--- config.mk ---
export PLATFORM = sky130hd
export DESIGN_NAME = hcs_const_splitter
export DESIGN_NICKNAME = d
export VERILOG_FILES = /design/src/rtl/hcs_pkg.sv /design/src/rtl/hcs_lane_pick.sv /design/src/rtl/hcs_result_bank.sv /design/src/rtl/hcs_const_splitter.sv
export SDC_FILE = /design/constraint.sdc
export NUM_CORES = 2
export LEC_CHECK = 0
export BUFFER_PORTS_ARGS = -buffer_cell sky130_fd_sc_hd__buf_2
export CORE_AREA = 3 3 638 640
export CTS_BUF_LIST = sky130_fd_sc_hd__clkbuf_2
export DETAILED_ROUTE_END_ITERATION = 6
export DIE_AREA = 0 0 641 643
export PLACE_DENSITY = 0.42
export SETUP_SLACK_MARGIN = 0.5
export SLEW_MARGIN = 10
export SYNTH_ARGS = -nofsm -noshare
export SYNTH_HDL_FRONTEND = slang
export SYNTH_HIERARCHICAL = 1
export SYNTH_SLANG_ARGS = --single-unit
export TNS_END_PERCENT = 50
--- constraint.sdc ---
create_clock -name clk -period 5.8 [get_ports clk]
set_input_delay 0.58 -clock clk [delete_from_list [all_inputs] [get_ports clk]]
set_output_delay 0.58 -clock clk [all_outputs]
set_load 0.02 [all_outputs]
--- src/rtl/hcs_pkg.sv ---
package hcs_pkg;
    typedef enum logic [2:0] {
        ST_IDLE,
        ST_SCAN,
        ST_ISSUE,
        ST_WAIT,
        ST_DONE
    } hcs_state_t;
endpackage

--- src/rtl/hcs_lane_pick.sv ---
module hcs_lane_pick #(
    parameter int LANES_H = 16,
    parameter int ADDR_W  = 16
) (
    input  logic [LANES_H-1:0]        pend,
    input  logic [LANES_H*ADDR_W-1:0] addr,
    output logic                      found,
    output logic [ADDR_W-1:0]         pick_addr,
    output logic [LANES_H-1:0]        match
);
    localparam int IDX_W = (LANES_H > 1) ? $clog2(LANES_H) : 1;

    logic [IDX_W-1:0] idx;

    // lowest pending lane wins
    always_comb begin
        idx = '0;
        for (int i = LANES_H - 1; i >= 0; i--) begin
            if (pend[i]) idx = IDX_W'(i);
        end
    end

    assign found     = |pend;
    assign pick_addr = addr[idx*ADDR_W +: ADDR_W];

    // every pending lane that shares the picked address
    generate
        for (genvar j = 0; j < LANES_H; j++) begin : g_match
            assign match[j] = pend[j] && (addr[j*ADDR_W +: ADDR_W] == pick_addr);
        end
    endgenerate
endmodule

--- src/rtl/hcs_result_bank.sv ---
module hcs_result_bank #(
    parameter int LANES  = 32,
    parameter int DATA_W = 32
) (
    input  logic                      clk,
    input  logic                      rst_n,
    input  logic                      clear,
    input  logic                      wr_en,
    input  logic [LANES-1:0]          wr_mask,
    input  logic [DATA_W-1:0]         wr_data,
    output logic [LANES*DATA_W-1:0]   rd_data
);
    generate
        for (genvar k = 0; k < LANES; k++) begin : g_lane
            logic [DATA_W-1:0] word_q;
            always_ff @(posedge clk) begin
                if (!rst_n || clear) begin
                    word_q <= '0;
                end else if (wr_en && wr_mask[k]) begin
                    word_q <= wr_data;
                end
            end
            assign rd_data[k*DATA_W +: DATA_W] = word_q;
        end
    endgenerate
endmodule

--- src/rtl/hcs_const_splitter.sv ---
module hcs_const_splitter
    import hcs_pkg::*;
#(
    parameter int LANES  = 32,
    parameter int ADDR_W = 16,
    parameter int DATA_W = 32
) (
    input  logic                      clk,
    input  logic                      rst_n,
    input  logic                      req_valid,
    output logic                      req_ready,
    input  logic [LANES-1:0]          req_mask,
    input  logic [LANES*ADDR_W-1:0]   req_addr,
    output logic                      cache_req_valid,
    input  logic                      cache_req_ready,
    output logic [ADDR_W-1:0]         cache_req_addr,
    input  logic                      cache_rsp_valid,
    input  logic [DATA_W-1:0]         cache_rsp_data,
    output logic                      done_valid,
    output logic [LANES*DATA_W-1:0]   done_data,
    output logic [$clog2(LANES+1)-1:0] done_count
);
    localparam int HALF  = LANES / 2;
    localparam int CNT_W = $clog2(LANES + 1);

    hcs_state_t state_q, state_d;

    logic [LANES-1:0]        pend_q;
    logic [LANES-1:0]        mask_q;
    logic [LANES*ADDR_W-1:0] addr_q;
    logic                    half_q;
    logic [ADDR_W-1:0]       cur_addr_q;
    logic [LANES-1:0]        cur_match_q;
    logic [CNT_W-1:0]        cnt_q;

    logic              found_h   [2];
    logic [ADDR_W-1:0] pick_h    [2];
    logic [HALF-1:0]   match_h   [2];

    generate
        for (genvar g = 0; g < 2; g++) begin : g_half
            hcs_lane_pick #(
                .LANES_H (HALF),
                .ADDR_W  (ADDR_W)
            ) u_pick (
                .pend      (pend_q[g*HALF +: HALF]),
                .addr      (addr_q[g*HALF*ADDR_W +: HALF*ADDR_W]),
                .found     (found_h[g]),
                .pick_addr (pick_h[g]),
                .match     (match_h[g])
            );
        end
    endgenerate

    logic              sel_found;
    logic [ADDR_W-1:0] sel_addr;
    logic [LANES-1:0]  sel_match;

    always_comb begin
        if (half_q) begin
            sel_found = found_h[1];
            sel_addr  = pick_h[1];
            sel_match = {match_h[1], {HALF{1'b0}}};
        end else begin
            sel_found = found_h[0];
            sel_addr  = pick_h[0];
            sel_match = {{HALF{1'b0}}, match_h[0]};
        end
    end

    // state register
    always_ff @(posedge clk) begin
        if (!rst_n) state_q <= ST_IDLE;
        else        state_q <= state_d;
    end

    // next state
    always_comb begin
        state_d = state_q;
        unique case (state_q)
            ST_IDLE:  if (req_valid) state_d = ST_SCAN;
            ST_SCAN: begin
                if (sel_found)    state_d = ST_ISSUE;
                else if (!half_q) state_d = ST_SCAN;
                else              state_d = ST_DONE;
            end
            ST_ISSUE: if (cache_req_ready) state_d = ST_WAIT;
            ST_WAIT:  if (cache_rsp_valid) state_d = ST_SCAN;
            ST_DONE:  state_d = ST_IDLE;
            default:  state_d = ST_IDLE;
        endcase
    end

    // datapath registers
    always_ff @(posedge clk) begin
        if (!rst_n) begin
            pend_q      <= '0;
            mask_q      <= '0;
            addr_q      <= '0;
            half_q      <= 1'b0;
            cur_addr_q  <= '0;
            cur_match_q <= '0;
            cnt_q       <= '0;
        end else begin
            unique case (state_q)
                ST_IDLE: begin
                    if (req_valid) begin
                        addr_q <= req_addr;
                        mask_q <= req_mask;
                        pend_q <= req_mask;
                        half_q <= 1'b0;
                        cnt_q  <= '0;
                    end
                end
                ST_SCAN: begin
                    if (sel_found) begin
                        cur_addr_q  <= sel_addr;
                        cur_match_q <= sel_match;
                    end else if (!half_q) begin
                        half_q <= 1'b1;
                    end
                end
                ST_ISSUE: begin
                    if (cache_req_ready) cnt_q <= cnt_q + 1'b1;
                end
                ST_WAIT: begin
                    if (cache_rsp_valid) pend_q <= pend_q & ~cur_match_q;
                end
                ST_DONE: ;
                default: ;
            endcase
        end
    end

    hcs_result_bank #(
        .LANES  (LANES),
        .DATA_W (DATA_W)
    ) u_bank (
        .clk     (clk),
        .rst_n   (rst_n),
        .clear   ((state_q == ST_IDLE) && req_valid),
        .wr_en   ((state_q == ST_WAIT) && cache_rsp_valid),
        .wr_mask (cur_match_q),
        .wr_data (cache_rsp_data),
        .rd_data (done_data)
    );

    // outputs
    always_comb begin
        req_ready       = 1'b0;
        cache_req_valid = 1'b0;
        done_valid      = 1'b0;
        unique case (state_q)
            ST_IDLE:  req_ready       = 1'b1;
            ST_ISSUE: cache_req_valid = 1'b1;
            ST_DONE:  done_valid      = 1'b1;
            default:  ;
        endcase
    end
    assign cache_req_addr = cur_addr_q;
    assign done_count     = cnt_q;

    // a stalled request holds
    p_hold_req_r8: assert property (@(posedge clk) disable iff (!rst_n)
        cache_req_valid && !cache_req_ready |=> cache_req_valid && $stable(cache_req_addr));

    // nothing new right after an accepted lookup
    p_single_out_r8: assert property (@(posedge clk) disable iff (!rst_n)
        cache_req_valid && cache_req_ready |=> !cache_req_valid);

    // while low lanes pend, the lookup in flight targets low lanes only
    p_lower_first_r2: assert property (@(posedge clk) disable iff (!rst_n)
        (state_q == ST_WAIT) && (|pend_q[HALF-1:0]) |-> (cur_match_q[LANES-1:HALF] == '0));

    // broadcast set is non-empty and only covers unserved lanes
    p_match_sane_r5: assert property (@(posedge clk) disable iff (!rst_n)
        (state_q == ST_ISSUE) |-> (cur_match_q != '0) && ((cur_match_q & ~pend_q) == '0));

    // unserved lanes are always active lanes and never reappear
    p_pend_in_mask_r6: assert property (@(posedge clk) disable iff (!rst_n)
        (state_q != ST_IDLE) |-> ((pend_q & ~mask_q) == '0));
    p_pend_shrinks_r6: assert property (@(posedge clk) disable iff (!rst_n)
        (state_q != ST_IDLE) |=> ((pend_q & ~$past(pend_q)) == '0));

    // never more lookups than active lanes
    p_count_bound_r4: assert property (@(posedge clk) disable iff (!rst_n)
        done_valid |-> (done_count <= CNT_W'($countones(mask_q))));

    // single-cycle completion, then idle
    p_done_pulse_r9: assert property (@(posedge clk) disable iff (!rst_n)
        done_valid |=> !done_valid && req_ready);
endmodule

==> results.ini <==
[sta]
layout_worst_path_cycle_share_pct = 91.9
max_slew.worst_pin.slew_ns = 1.31
final.min_clock_period_ns = 5.33
timing_hold_violations_final = 0
report.final.slew_viol_count = 0
hold_ws_ns = 0.331
final-setup-viol-count = 0
fmaxAchievable_mhz = 188
finClkSkew_ns = 0.346
setup_total_negative_slack_ns = 0
rsz_0062_raised_after_global_routing = yes
slew-limit-headroom_pct = 12.7

[pwr]
vdd.ir_drop.worst_mv = 0.159
fin_total_pwr_mw = 39.6
powerDensity_mw_per_mm2 = 320
internal-power_mw = 20.8
swShare_pct = 47.5
p_comb_share_pct = 45.7
leakage_nw = 47.6
clkPwrFrac_pct = 22.7
sequential_group_share_of_total_power_pct = 31.6
netSwitchingPower_mw = 18.8

[cts]
insertion_delay_ns = 2.18
numClockSinks = 1626
cts_setup_buffers = 0
root_buffer = sky130_fd_sc_hd__clkbuf_2
cts_buffer_depth = 4
tritoncts.num_buffers = 463
cts_max_level = 5
clkSlewWorstSetupHoldPaths_ns = 0.10
tritoncts = built

[cells_and_area]
ratio_of_cells_with_drive_above_1_in_the_final_layout_pct = 26.1
most-common-layout-cells = sky130_fd_sc_hd__dlygate4sd3_1 (1889), sky130_fd_sc_hd__a21oi_1 (1663), sky130_fd_sc_hd__buf_2 (1609)
postLayoutCoreUtil_pct = 30.8
final_nets = 14300
instances_no_fill = 19400
layout_commonest_cell = sky130_fd_sc_hd__dlygate4sd3_1
areaGrowthSynthToFinish_pct = 44.1
num-fill-cells = 42800

[synth]
synth.yosys.seq_area_share_pct = 37.9
yosys.area.top_type_share_pct = 37.9
synth_area_leaders = sky130_fd_sc_hd__dfxtp_1 (38%), sky130_fd_sc_hd__a21oi_1 (9.7%), sky130_fd_sc_hd__a21bo_1 (8.1%), sky130_fd_sc_hd__nand3_1 (7.0%), sky130_fd_sc_hd__nand2_1 (5.6%)
number_of_enable_type_register_cells_in_the_synthesized_netlist = 0
synth-warning-count = 6
netlist.top_cell.by_area = sky130_fd_sc_hd__dfxtp_1
synth_fp_nets = 10900
synth-compound-area-share_pct = 31.8
xor_xnor_share_of_the_synthesized_area_pct = 4.47
asr_flop_ratio_synth_pct = 0
share_of_synthesized_cell_area_in_and_or_nand_and_nor_gates_pct = 16.5
synth.mux.area_fraction_pct = 2.07
synth_flop_cell = sky130_fd_sc_hd__dfxtp_1
syn_avg_cell_area_um2 = 8.35
postSynthRegisterBits = 1626
synth.distinct_cells = 107
synthesized_area_fraction_occupied_by_adder_cells_pct = 0.0146
synth_top_family_by_area = compound AO/OA/AOI/OAI gates
syn_area_mm2 = 0.0859
synth_cells = 10300

[floorplanning]
die_width_um = 641
fp.coreArea_mm2 = 0.402
initial_utilization_pct = 21.4
boundaryPins = 1630
num_rows = 233
floorplan.die_area_mm2 = 0.412
fp.dieH_um = 643

[grt]
grt_max_degree = 186
grt_pass1_vias = 99200
grt_use_total_pct = 30.3
globalRoute.totalOverflow = 0
antenna_found_initial = 103
global_route_wire_length_before_repair_um = 875000

[route]
met2_wl_post_dr_um = 292000
postRouteWirelength_um = 656000
met3_wirelength_um = 54200
drtIter0Drc = 10500
wl_met1_um = 252000
postRouteAntennaNets = 0
first_pass_iters = 6
routed_wire_per_std_cell_um = 33.8
route.top_layer_used = met5
vias_per_cell = 5.22
post-route-drc-count = 0
vias = 101000

[critical_path]
worstSetupPathType = flop to flop
critical_path_peak_fanout = 40
timing.critical_path.slowest_stage_cell = sky130_fd_sc_hd__or4_4
cp-end-kind = flop
worst_path_dominant_cell_family = simple AND/OR/NAND/NOR gates
critical_path_required_ns = 7.59
worstPathBufferInverterCount = 3
critical_path.max_stage_delay_ns = 0.69
critPathLaunchType = flop
worstPathCellList = or4_4 -> nor2_8 -> buf_12 -> mux2i_1 -> o211ai_1 -> mux2i_2 -> and2_1 -> or2_2 -> inv_1 -> buf_4 -> a21oi_1 -> nand4_1 -> nor3_1 -> nand4_1 -> a21oi_1
worstPathArrival_ns = 7.11

[place]
finalWeightedCongestion = 1.08
portBuffers = 1629
hpwl_after_detailed_placement_um = 474000
place_inst = 16600

[outcome]
run_status = completed

[hold_path]
worst_hold_path_type = primary input to flop

[flow_run]
maxCapViolCount = 0

cell usage after synthesis (16+ instances only):
library cell / count
sky130_fd_sc_hd__nand4b_1: 21
sky130_fd_sc_hd__a221oi_1: 30
sky130_fd_sc_hd__o2111ai_1: 16
sky130_fd_sc_hd__o221ai_1: 30
sky130_fd_sc_hd__mux2i_1: 88
sky130_fd_sc_hd__nor3_1: 61
sky130_fd_sc_hd__a211oi_1: 96
sky130_fd_sc_hd__nand3_1: 1196
sky130_fd_sc_hd__buf_4: 102
sky130_fd_sc_hd__a21bo_2: 328
sky130_fd_sc_hd__nand2_1: 1286
sky130_fd_sc_hd__a21oi_2: 194
sky130_fd_sc_hd__a31oi_1: 49
sky130_fd_sc_hd__clkbuf_1: 539
sky130_fd_sc_hd__nor2_1: 147
sky130_fd_sc_hd__or4_1: 22
sky130_fd_sc_hd__a32oi_1: 26
sky130_fd_sc_hd__nand4_1: 96
sky130_fd_sc_hd__xor2_1: 158
sky130_fd_sc_hd__o211ai_1: 36
sky130_fd_sc_hd__a22o_1: 18
sky130_fd_sc_hd__xnor2_1: 280
sky130_fd_sc_hd__inv_1: 96
sky130_fd_sc_hd__and3_1: 38
sky130_fd_sc_hd__o22ai_1: 66
sky130_fd_sc_hd__mux4_2: 28
sky130_fd_sc_hd__a2111oi_0: 27
sky130_fd_sc_hd__o21ai_0: 219
sky130_fd_sc_hd__buf_1: 77
sky130_fd_sc_hd__a21bo_1: 696
sky130_fd_sc_hd__a21oi_1: 1668
sky130_fd_sc_hd__buf_6: 102
sky130_fd_sc_hd__buf_2: 308
sky130_fd_sc_hd__dfxtp_1: 1626
sky130_fd_sc_hd__a311oi_1: 24
sky130_fd_sc_hd__a22oi_1: 77
sky130_fd_sc_hd__nor4_1: 47
layer usage:
| layer | vias to the layer above | global-route usage [%] |
|---|---|---|
| met2 | 5654 | 47.8 |
| met1 | 49700 | 35.4 |
| li1 | 43900 | - |
| met3 | 1899 | 7.83 |
| met5 | - | 0.0117 |
| met4 | 14 | 22.5 |
layout make-up:
class | instances | area (um^2) | area share (%)
Antenna cell | 91 | 228 | 0.184
Tap cell | 5287 | 6620 | 5.35
Sequential cell | 1626 | 32700 | 26.4
Inverter | 101 | 394 | 0.318
Clock inverter | 101 | 603 | 0.487
Timing Repair Buffer | 4087 | 32500 | 26.2
Clock buffer | 683 | 3420 | 2.76
Multi-Input combinational cell | 7419 | 47400 | 38.3
power groups by stage:
stage | clock network, mW | logic, mW | registers (mW)
floorplan | 0 | 8.04 | 12.1
global placement | 0 | 16.2 | 12.8
detailed placement | 0 | 15.8 | 12.7
CTS | 9.29 | 17.2 | 12.5
global route | 9.86 | 18.2 | 12.5
finish | 8.98 | 18.1 | 12.5
cell families (layout without fill, tap and decap cells):
group	count (synthesis)	in the layout
xor gates and xnor gates	438	438
other	0	91
adders and majority gates	1	1
and+or+nand+nor	3034	3035
DFF	1626	1626
buffers and inverters	1237	4972
AOI/OAI and AO/OA	3807	3808
muxes	137	137
worst paths after layout:
check              startpoint               to  slack, ns  cells past startpoint
setup reg to reg   pend_q[18]  cur_match_q[25]       0.47                     15
setup / recovery   pend_q[18]  cur_match_q[25]       0.47                     15
hold / removal      req_valid      addr_q[358]       0.33                      5
hold reg to reg   addr_q[261]      addr_q[261]       0.47                      2
state kept, by name, summed over array words and instances (netlist names):
register and flops:
state_q 3, cache_req_addr 16, u_bank/g_lane.word_q 1024, half_q 1
cur_match_q 32, addr_q 512, done_count 6, pend_q 32
repair_timing:
| item | CTS | global route |
|---|---|---|
| hold buffers | 1913 | 0 |
| setup endpoints to repair | 5 | 11 |
| pin swaps | 0 | 3 |
| gates cloned | 0 | 2 |
| hold endpoints to repair | 1626 | 0 |
| gates resized for setup | 4 | 13 |
worst reg2reg max path, delay by kind of cell (launching register included):
family | cells | cell delay, ns
DFF | 1 | 0.51
AOI/OAI and AO/OA | 3 | 0.45
buffers and inverters | 3 | 0.94
muxes | 2 | 0.84
and+or+nand+nor | 7 | 2.31
metrics by stage:
step	worst slack, ns	instance area [um^2]
6_report	0.471	124000
5_1_grt	0.356	124000
4_1_cts	0.426	123000
3_5_place_dp	0.390	100000
3_3_place_gp	0.369	100000
2_1_floorplan	1.97	85900
Note: power is estimated with default switching activity, not from simulation.
